==> src/rtl/regsave_pkg.sv <==
package regsave_pkg;

   typedef enum logic [1:0] {
      OP_SAVE      = 2'd0,
      OP_LOAD      = 2'd1,
      OP_LOAD_RET  = 2'd2,
      OP_LOAD_RETZ = 2'd3
   } seq_op_e;

   typedef enum logic [1:0] {
      ST_IDLE = 2'd0,
      ST_XFER = 2'd1,
      ST_FIN  = 2'd2
   } seq_state_e;

   localparam logic [4:0] REG_RA  = 5'd1;
   localparam logic [4:0] REG_RES = 5'd10;

   // slot 0 is the return address, slot 1..2 are x8/x9, slot 3.. map to x18 upward
   function automatic logic [4:0] slot_reg(input logic [3:0] slot);
      logic [4:0] r;
      case (slot)
         4'd0:    r = 5'd1;
         4'd1:    r = 5'd8;
         4'd2:    r = 5'd9;
         default: r = {1'b0, slot} + 5'd15;
      endcase
      return r;
   endfunction

endpackage

==> src/rtl/regsave_list_decode.sv <==
module regsave_list_decode #(
   parameter int CODE_W = 4,
   parameter int CNT_W  = 4
) (
   input  logic [CODE_W-1:0] list_code,
   input  logic              reduced,
   output logic              legal,
   output logic [CNT_W-1:0]  count
);
   localparam logic [CODE_W-1:0] FIRST_OK   = CODE_W'(4);
   localparam logic [CODE_W-1:0] REDUCED_MX = CODE_W'(6);
   localparam logic [CODE_W-1:0] TOP_CODE   = CODE_W'(15);

   if (CODE_W != 4) begin : g_bad_code
      $error("regsave_list_decode: CODE_W must be 4");
   end

   always_comb begin
      legal = (list_code >= FIRST_OK) && !(reduced && (list_code > REDUCED_MX));
      if (list_code == TOP_CODE)
         count = CNT_W'(13);
      else
         count = CNT_W'(list_code) - CNT_W'(3);
   end
endmodule

==> src/rtl/regsave_frame_calc.sv <==
module regsave_frame_calc #(
   parameter int CNT_W   = 4,
   parameter int IMM_W   = 6,
   parameter int FRAME_W = 8
) (
   input  logic [CNT_W-1:0]   count,
   input  logic               wide,
   input  logic [IMM_W-1:0]   imm,
   output logic [FRAME_W-1:0] frame
);
   localparam logic [FRAME_W-1:0] ALIGN_M = FRAME_W'(15);

   if (FRAME_W < CNT_W + 5) begin : g_bad_frame
      $error("regsave_frame_calc: FRAME_W too narrow");
   end

   logic [FRAME_W-1:0] raw_bytes;
   logic [FRAME_W-1:0] aligned;

   always_comb begin
      raw_bytes = wide ? (FRAME_W'(count) << 3) : (FRAME_W'(count) << 2);
      aligned   = (raw_bytes + ALIGN_M) & ~ALIGN_M;
      frame     = aligned + FRAME_W'(imm);
   end
endmodule

==> src/rtl/regsave_sequencer.sv <==
module regsave_sequencer
   import regsave_pkg::*;
#(
   parameter int XLEN  = 64,
   parameter int RF_AW = 5,
   parameter int IMM_W = 6
) (
   input  logic             clk,
   input  logic             rst_n,
   input  logic             req_valid,
   input  logic [1:0]       req_op,
   input  logic [3:0]       req_list,
   input  logic [IMM_W-1:0] req_imm,
   input  logic             req_wide,
   input  logic             cfg_reduced,
   input  logic [XLEN-1:0]  sp_in,
   output logic             busy,
   output logic             illegal,
   output logic             mem_valid,
   output logic             mem_write,
   output logic             mem_dbl,
   output logic [XLEN-1:0]  mem_addr,
   output logic [XLEN-1:0]  mem_wdata,
   input  logic             mem_ready,
   input  logic [XLEN-1:0]  mem_rdata,
   output logic [RF_AW-1:0] rf_raddr,
   input  logic [XLEN-1:0]  rf_rdata,
   output logic             rf_we,
   output logic [RF_AW-1:0] rf_waddr,
   output logic [XLEN-1:0]  rf_wdata,
   output logic             sp_we,
   output logic [XLEN-1:0]  sp_wdata,
   output logic             pc_we,
   output logic [XLEN-1:0]  pc_wdata,
   output logic             done
);
   localparam int CNT_W   = 4;
   localparam int FRAME_W = IMM_W + 3;
   localparam logic [XLEN-1:0] NARROW_M = XLEN'(64'hFFFF_FFFF);

   if (XLEN != 32 && XLEN != 64) begin : g_bad_xlen
      $error("regsave_sequencer: XLEN must be 32 or 64");
   end
   if (RF_AW < 5) begin : g_bad_aw
      $error("regsave_sequencer: RF_AW must be at least 5");
   end
   if (IMM_W < 6) begin : g_bad_imm
      $error("regsave_sequencer: IMM_W must hold 48");
   end

   // width option: only a 64-bit build can run 8-byte transfers
   logic wide_eff;
   if (XLEN == 64) begin : g_wide
      assign wide_eff = req_wide;
   end else begin : g_narrow_only
      assign wide_eff = 1'b0;
   end

   function automatic logic [XLEN-1:0] fit(input logic [XLEN-1:0] v, input logic w);
      return w ? v : (v & NARROW_M);
   endfunction

   logic               dec_legal;
   logic [CNT_W-1:0]   dec_count;
   logic [FRAME_W-1:0] calc_frame;

   regsave_list_decode #(.CODE_W(4), .CNT_W(CNT_W)) u_dec (
      .list_code (req_list),
      .reduced   (cfg_reduced),
      .legal     (dec_legal),
      .count     (dec_count)
   );

   regsave_frame_calc #(.CNT_W(CNT_W), .IMM_W(IMM_W), .FRAME_W(FRAME_W)) u_frame (
      .count (dec_count),
      .wide  (wide_eff),
      .imm   (req_imm),
      .frame (calc_frame)
   );

   seq_state_e         state_q;
   seq_op_e            op_q;
   logic               wide_q;
   logic [CNT_W-1:0]   slot_q;
   logic [XLEN-1:0]    addr_q;
   logic [XLEN-1:0]    sp_q;
   logic [FRAME_W-1:0] frame_q;
   logic [XLEN-1:0]    ra_q;
   logic               illegal_q;

   logic            accept;
   logic [XLEN-1:0] rsz_new;
   logic [XLEN-1:0] rsz_cur;
   logic [XLEN-1:0] first_addr;
   logic [4:0]      cur_reg;
   logic            xfer_go;
   logic            is_save;

   assign accept   = req_valid && (state_q == ST_IDLE);
   assign rsz_new  = wide_eff ? XLEN'(8) : XLEN'(4);
   assign rsz_cur  = wide_q ? XLEN'(8) : XLEN'(4);
   assign cur_reg  = slot_reg(slot_q);
   assign xfer_go  = (state_q == ST_XFER) && mem_ready;
   assign is_save  = (op_q == OP_SAVE);

   always_comb begin
      if (seq_op_e'(req_op) == OP_SAVE)
         first_addr = fit(sp_in - rsz_new, wide_eff);
      else
         first_addr = fit(sp_in + XLEN'(calc_frame) - rsz_new, wide_eff);
   end

   always_ff @(posedge clk or negedge rst_n) begin
      if (!rst_n) begin
         state_q   <= ST_IDLE;
         op_q      <= OP_SAVE;
         wide_q    <= 1'b0;
         slot_q    <= '0;
         addr_q    <= '0;
         sp_q      <= '0;
         frame_q   <= '0;
         ra_q      <= '0;
         illegal_q <= 1'b0;
      end else begin
         illegal_q <= accept && !dec_legal;
         case (state_q)
            ST_IDLE: begin
               if (accept && dec_legal) begin
                  state_q <= ST_XFER;
                  op_q    <= seq_op_e'(req_op);
                  wide_q  <= wide_eff;
                  slot_q  <= dec_count - CNT_W'(1);
                  addr_q  <= first_addr;
                  sp_q    <= fit(sp_in, wide_eff);
                  frame_q <= calc_frame;
               end
            end
            ST_XFER: begin
               if (mem_ready) begin
                  if (!is_save && cur_reg == REG_RA)
                     ra_q <= fit(mem_rdata, wide_q);
                  if (slot_q == '0) begin
                     state_q <= ST_FIN;
                  end else begin
                     slot_q <= slot_q - CNT_W'(1);
                     addr_q <= fit(addr_q - rsz_cur, wide_q);
                  end
               end
            end
            ST_FIN:  state_q <= ST_IDLE;
            default: state_q <= ST_IDLE;
         endcase
      end
   end

   always_comb begin
      busy      = (state_q != ST_IDLE);
      illegal   = illegal_q;
      mem_valid = (state_q == ST_XFER);
      mem_write = is_save;
      mem_dbl   = wide_q;
      mem_addr  = addr_q;
      mem_wdata = fit(rf_rdata, wide_q);
      rf_raddr  = RF_AW'(cur_reg);
      done      = (state_q == ST_FIN);
      sp_we     = (state_q == ST_FIN);
      sp_wdata  = is_save ? fit(sp_q - XLEN'(frame_q), wide_q)
                          : fit(sp_q + XLEN'(frame_q), wide_q);
      pc_we     = (state_q == ST_FIN) && (op_q == OP_LOAD_RET || op_q == OP_LOAD_RETZ);
      pc_wdata  = ra_q;
      if (state_q == ST_FIN) begin
         rf_we    = (op_q == OP_LOAD_RETZ);
         rf_waddr = RF_AW'(REG_RES);
         rf_wdata = '0;
      end else begin
         rf_we    = xfer_go && !is_save;
         rf_waddr = RF_AW'(cur_reg);
         rf_wdata = fit(mem_rdata, wide_q);
      end
   end

   // a refused request is held unchanged into the next cycle
   assert_stall_hold_R11: assert property (@(posedge clk) disable iff (!rst_n)
      (mem_valid && !mem_ready) |=> (mem_valid && $stable(mem_addr) && $stable(mem_write)));

   // accepted transfers that are not the last step one register size down
   assert_addr_step_R6: assert property (@(posedge clk) disable iff (!rst_n)
      (mem_valid && mem_ready && !$isunknown(slot_q) && slot_q != '0) |=>
      (mem_valid && mem_addr == fit($past(mem_addr) - rsz_cur, wide_q)));

   // a return redirect only happens together with the SP write
   assert_ret_with_sp_R8: assert property (@(posedge clk) disable iff (!rst_n)
      pc_we |-> (sp_we && done));

   // the cycle after completion is idle, and busy only starts on a request
   assert_done_idle_R9: assert property (@(posedge clk) disable iff (!rst_n)
      done |=> !busy);
   assert_busy_start_R9: assert property (@(posedge clk) disable iff (!rst_n)
      $rose(busy) |-> $past(req_valid));

   // an illegal pulse carries no traffic and never follows itself without a request
   assert_illegal_quiet_R3: assert property (@(posedge clk) disable iff (!rst_n)
      illegal |-> (!mem_valid && !sp_we && !pc_we && !busy));
   assert_illegal_pulse_R3: assert property (@(posedge clk) disable iff (!rst_n)
      (illegal && !$past(req_valid)) |-> 1'b0);

   // a legal list never asks for more than 13 or fewer than 1 transfer
   assert_count_range_R1: assert property (@(posedge clk) disable iff (!rst_n)
      (accept && dec_legal) |-> (dec_count >= CNT_W'(1) && dec_count <= CNT_W'(13)));

endmodule

==> config.mk <==
export PLATFORM = sky130hd
export DESIGN_NAME = regsave_sequencer
export DESIGN_NICKNAME = d
export VERILOG_FILES = /design/src/rtl/regsave_pkg.sv /design/src/rtl/regsave_list_decode.sv /design/src/rtl/regsave_frame_calc.sv /design/src/rtl/regsave_sequencer.sv
export SDC_FILE = /design/constraint.sdc
export NUM_CORES = 1
export LEC_CHECK = 0
export BUFFER_PORTS_ARGS = -buffer_cell sky130_fd_sc_hd__buf_2
export CAP_MARGIN = 30
export CORE_AREA = 5 5 209 211
export CTS_BUF_LIST = sky130_fd_sc_hd__clkbuf_16
export DETAILED_ROUTE_END_ITERATION = 8
export DIE_AREA = 0 0 214 216
export PLACE_DENSITY = 0.79
export REMOVE_ABC_BUFFERS = 1
export SETUP_SLACK_MARGIN = 0.3
export SKIP_CTS_REPAIR_TIMING = 1
export SYNTH_ARGS = -nofsm -noshare
export SYNTH_HDL_FRONTEND = slang
export SYNTH_SLANG_ARGS = --single-unit
==> constraint.sdc <==
create_clock -name clk -period 7.2 [get_ports clk]
set_input_delay 0.36 -clock clk [delete_from_list [all_inputs] [get_ports clk]]
set_output_delay 0.36 -clock clk [all_outputs]
set_load 0.1 [all_outputs]
==> impl_results.md <==
- Dominant synthesized flop cell: dfrtp_1
- Mean Syn Cell Area: 7.56 sq um
- Slowest-stage cell, CP: a2111oi_0
- Area delta synth->final: 17.6%
- 1st-iter DRT viols: 2,352
- Commonest non-fill, non-tap cell in the layout: buf_2
- Core ar.: 0.0416 sq mm
- Ys Warns: 0
- Share of the synthesized area in the top cell type: 0.265
- Setup-failing EPs final: 0
- Hold Crit Class: in -> reg
- Slowest cell delay on critical path: 550 ps
- Post-synthesis mux area share: 0.0290
- Least-Margin Pin Slew: about 1100 ps
- Sequential share of the synthesized area: 0.265
- Main combinational cell family by area after synthesis: simple AND/OR/NAND/NOR gates
- Mapped Cells: around 2,600
- Detailed Route WL: 85,800 um
- Vias: between 20,000 and 25,000
- Pwr Density: 536 mW/mm^2
- RSZ-0062 raised after global routing: no
- Worst path required time: 7640 ps
- Fin area: 0.0234 sq mm
- Detailed placer's ending HPWL: about 68,000 um
- Vias in the first global route: around 21,000
- Critical Path Fanout Max: 9
- Outcome: finished, final reports clean
- Syn Std Cell Area: 0.0199 sq mm
- Initial Util: 0.480
- Synth Area in XOR/XNOR: 0.0729
- Clock slew at reported path FFs: 60 ps
- Unique cell type count in the Yosys netlist: 80
- Final Max Slew Viols: 0
- CTS buffer count: 28
- Port Buffers: around 480
- Yosys reg bits: 211
- Clock skew: 24.8 ps
- DR DRC count: 0
- Most frequent cells in the layout: buf_2 (485), nand2_1 (305), nor2_1 (229)
- Max Freq: between 150 and 200 MHz
- Congestion Overflow GR: 0
- Async S/R FF share, synth: 1.00
- Crit path time final: just under 6000 ps
- Synth area leader: dfrtp_1
- VDD IR-drop max: 847 uV
- Overall Global Routing Usage: 0.352
- Vert. Die Dim: 216 um
- Max-Cap Viols: 0
- Crit path kind: in -> reg
- Area fraction in compound gates after synthesis: 0.208
- Tot Pwr: 12.6 mW
- Initial antenna violation count: 5
- Chip width: around 210 um
- Placed Area: 0.0225 sq mm
- Adder-Cell Fraction of Synth Area: 0.102
- Die area: around 0.046 sq mm
- Nets: approximately 3,400
- CTS max path bufs: 3
- WL/cell: 24.0 um
- First-pass GRT wire length: 129,000 um
- Routed Antenna Nets: 0
- DRT Pass-1 Iters: 6
- Final GP Congestion: 1.00
- Cell class contributing the biggest share of worst-path delay: compound AO/OA/AOI/OAI gates
- Sink Count: 211
- Clock H-tree levels: 1
- # IOs: around 550
- Largest net degree at the start of global routing: 115
- Static Leak: 11.2 nW
- Number of synthesized flops with an enable pin: 0
- Max_slew headroom: 0.255
- Post-DR vias/cell: between 6 and 7
- Type of origin of the critical path: primary input
- Rows: 75
- Simple-Gate Fraction of Synth Area: 0.250
- CP bufs+invs: 2
- Root buf cell: clkbuf_16
- Synth area leaders: dfrtp_1 (26%), ha_1 (9.5%), xnor2_1 (5.8%)
- Fin crit share: 0.828
- Layout cells sized above 1: 0.206
- Data arrival, critical path: roughly 6400 ps
- Clk_lat worst skew: 580 ps
- Crit end category: flop
- Fin. Hold Viols: 0
- TritonCTS clock tree: yes
-- worst reg2reg max path, cell delays in order, from the launching register on --
cell and delay [ps]:
dfrtp_2 400, inv_2 480, ha_1 310, fa_1 290
nand3_1 360, nor3_1 660, nand2_1 280, nor3_1 460
nand2_1 270, nor3_1 180, o21ai_0 160, a21o_1 240
a2111oi_0 480, nor2_1 80
-- metal layers --
metal / vias to the layer above / routed length, um / global-route usage
met2: 1189 / 39600 / 0.578
met3: 266 / 6530 / 0.0633
met4: 0 / 6810 / 0.222
met1: 10370 / 32900 / 0.430
met5: - / 0 / 0
li1: 9999 / - / -
-- flip-flops by register name, summed over array words and instances, names as in the netlist --
name      count
sp_q         64
illegal       1
op_q          2
mem_dbl       1
pc_wdata     64
state_q       2
frame_q       9
slot_q        4
mem_addr     64
-- kinds of logic after synthesis --
kind of cell,Yosys count
xor gates and xnor gates,166
adders and majority gates,158
other,1
AOI/OAI and AO/OA,683
and+or+nand+nor,1020
DFF,211
buffers and inverters,347
muxes,53
-- metrics by stage --
stage | utilization | hold slack [ps] | setup slack [ps] | setup TNS, ps | std cells
2_1_floorplan | - | 64.4 | -931 | -58740 | 2466
3_3_place_gp | 0.540 | 457 | 959 | 0 | 3509
3_5_place_dp | 0.541 | 465 | 904 | 0 | 3513
4_1_cts | 0.563 | -61.0 | 1490 | 0 | 3565
5_1_grt | 0.564 | 13.8 | 817 | 0 | 3570
6_report | 0.564 | 28.9 | 1240 | 0 | 3571
-- area by class of cell --
class / count / area (sq um)
Fill cell: 3940 / 18100
Multi-Input combinational cell: 2081 / 13300
Sequential cell: 211 / 5280
Timing Repair Buffer: 509 / 2640
Clock buffer: 28 / 701
Tap cell: 539 / 674
Inverter: 174 / 653
Clock inverter: 24 / 225
Antenna cell: 5 / 12.5
-- Yosys cell counts, types with 7 or more instances --
cell,number
a211oi_1,16
fa_1,7
or2_2,10
ha_1,151
a21o_1,15
dfrtp_1,211
nand3_1,57
mux2_2,38
nor3_1,80
mux2i_1,15
and2_1,42
xnor2_1,133
a21boi_0,8
buf_4,33
xor2_1,33
o21bai_1,22
nand2b_1,25
and4_1,8
o31a_1,9
or3_1,23
nand3b_1,7
clkbuf_1,129
o21ai_0,221
and3_1,45
o31ai_1,47
inv_1,171
nor4_1,60
o21a_1,9
nand2_1,306
nor2_1,230
o22ai_1,13
or4_1,13
o311ai_0,7
o211ai_1,14
nand4_1,25
nor2b_1,59
a21oi_1,198
a31oi_1,28
a22oi_1,12
-- worst paths after layout --
check / from / to / slack, ps / cells past startpoint
max in group asynchronous: rst_n / pc_wdata[15]$_DFFE_PN0P_ / 5290 / 3
worst min register to register: pc_wdata[42]$_DFFE_PN0P_ / pc_wdata[42]$_DFFE_PN0P_ / 480 / 2
min in group asynchronous: rst_n / mem_addr[13]$_DFFE_PN0P_ / 430 / 2
worst max register to register: mem_dbl$_DFFE_PN0P_ / mem_addr[56]$_DFFE_PN0P_ / 2420 / 13
worst min-delay path: mem_rdata[3] / pc_wdata[3]$_DFFE_PN0P_ / 30 / 2
worst max-delay path: req_list[0] / mem_addr[56]$_DFFE_PN0P_ / 1240 / 27
-- power breakdown --
part,internal (mW),switching [mW]
combinational,1.61,7.25
clock,0.822,0.605
sequential,1.66,0.617
No activity file was read; power rests on OpenSTA's default activity.
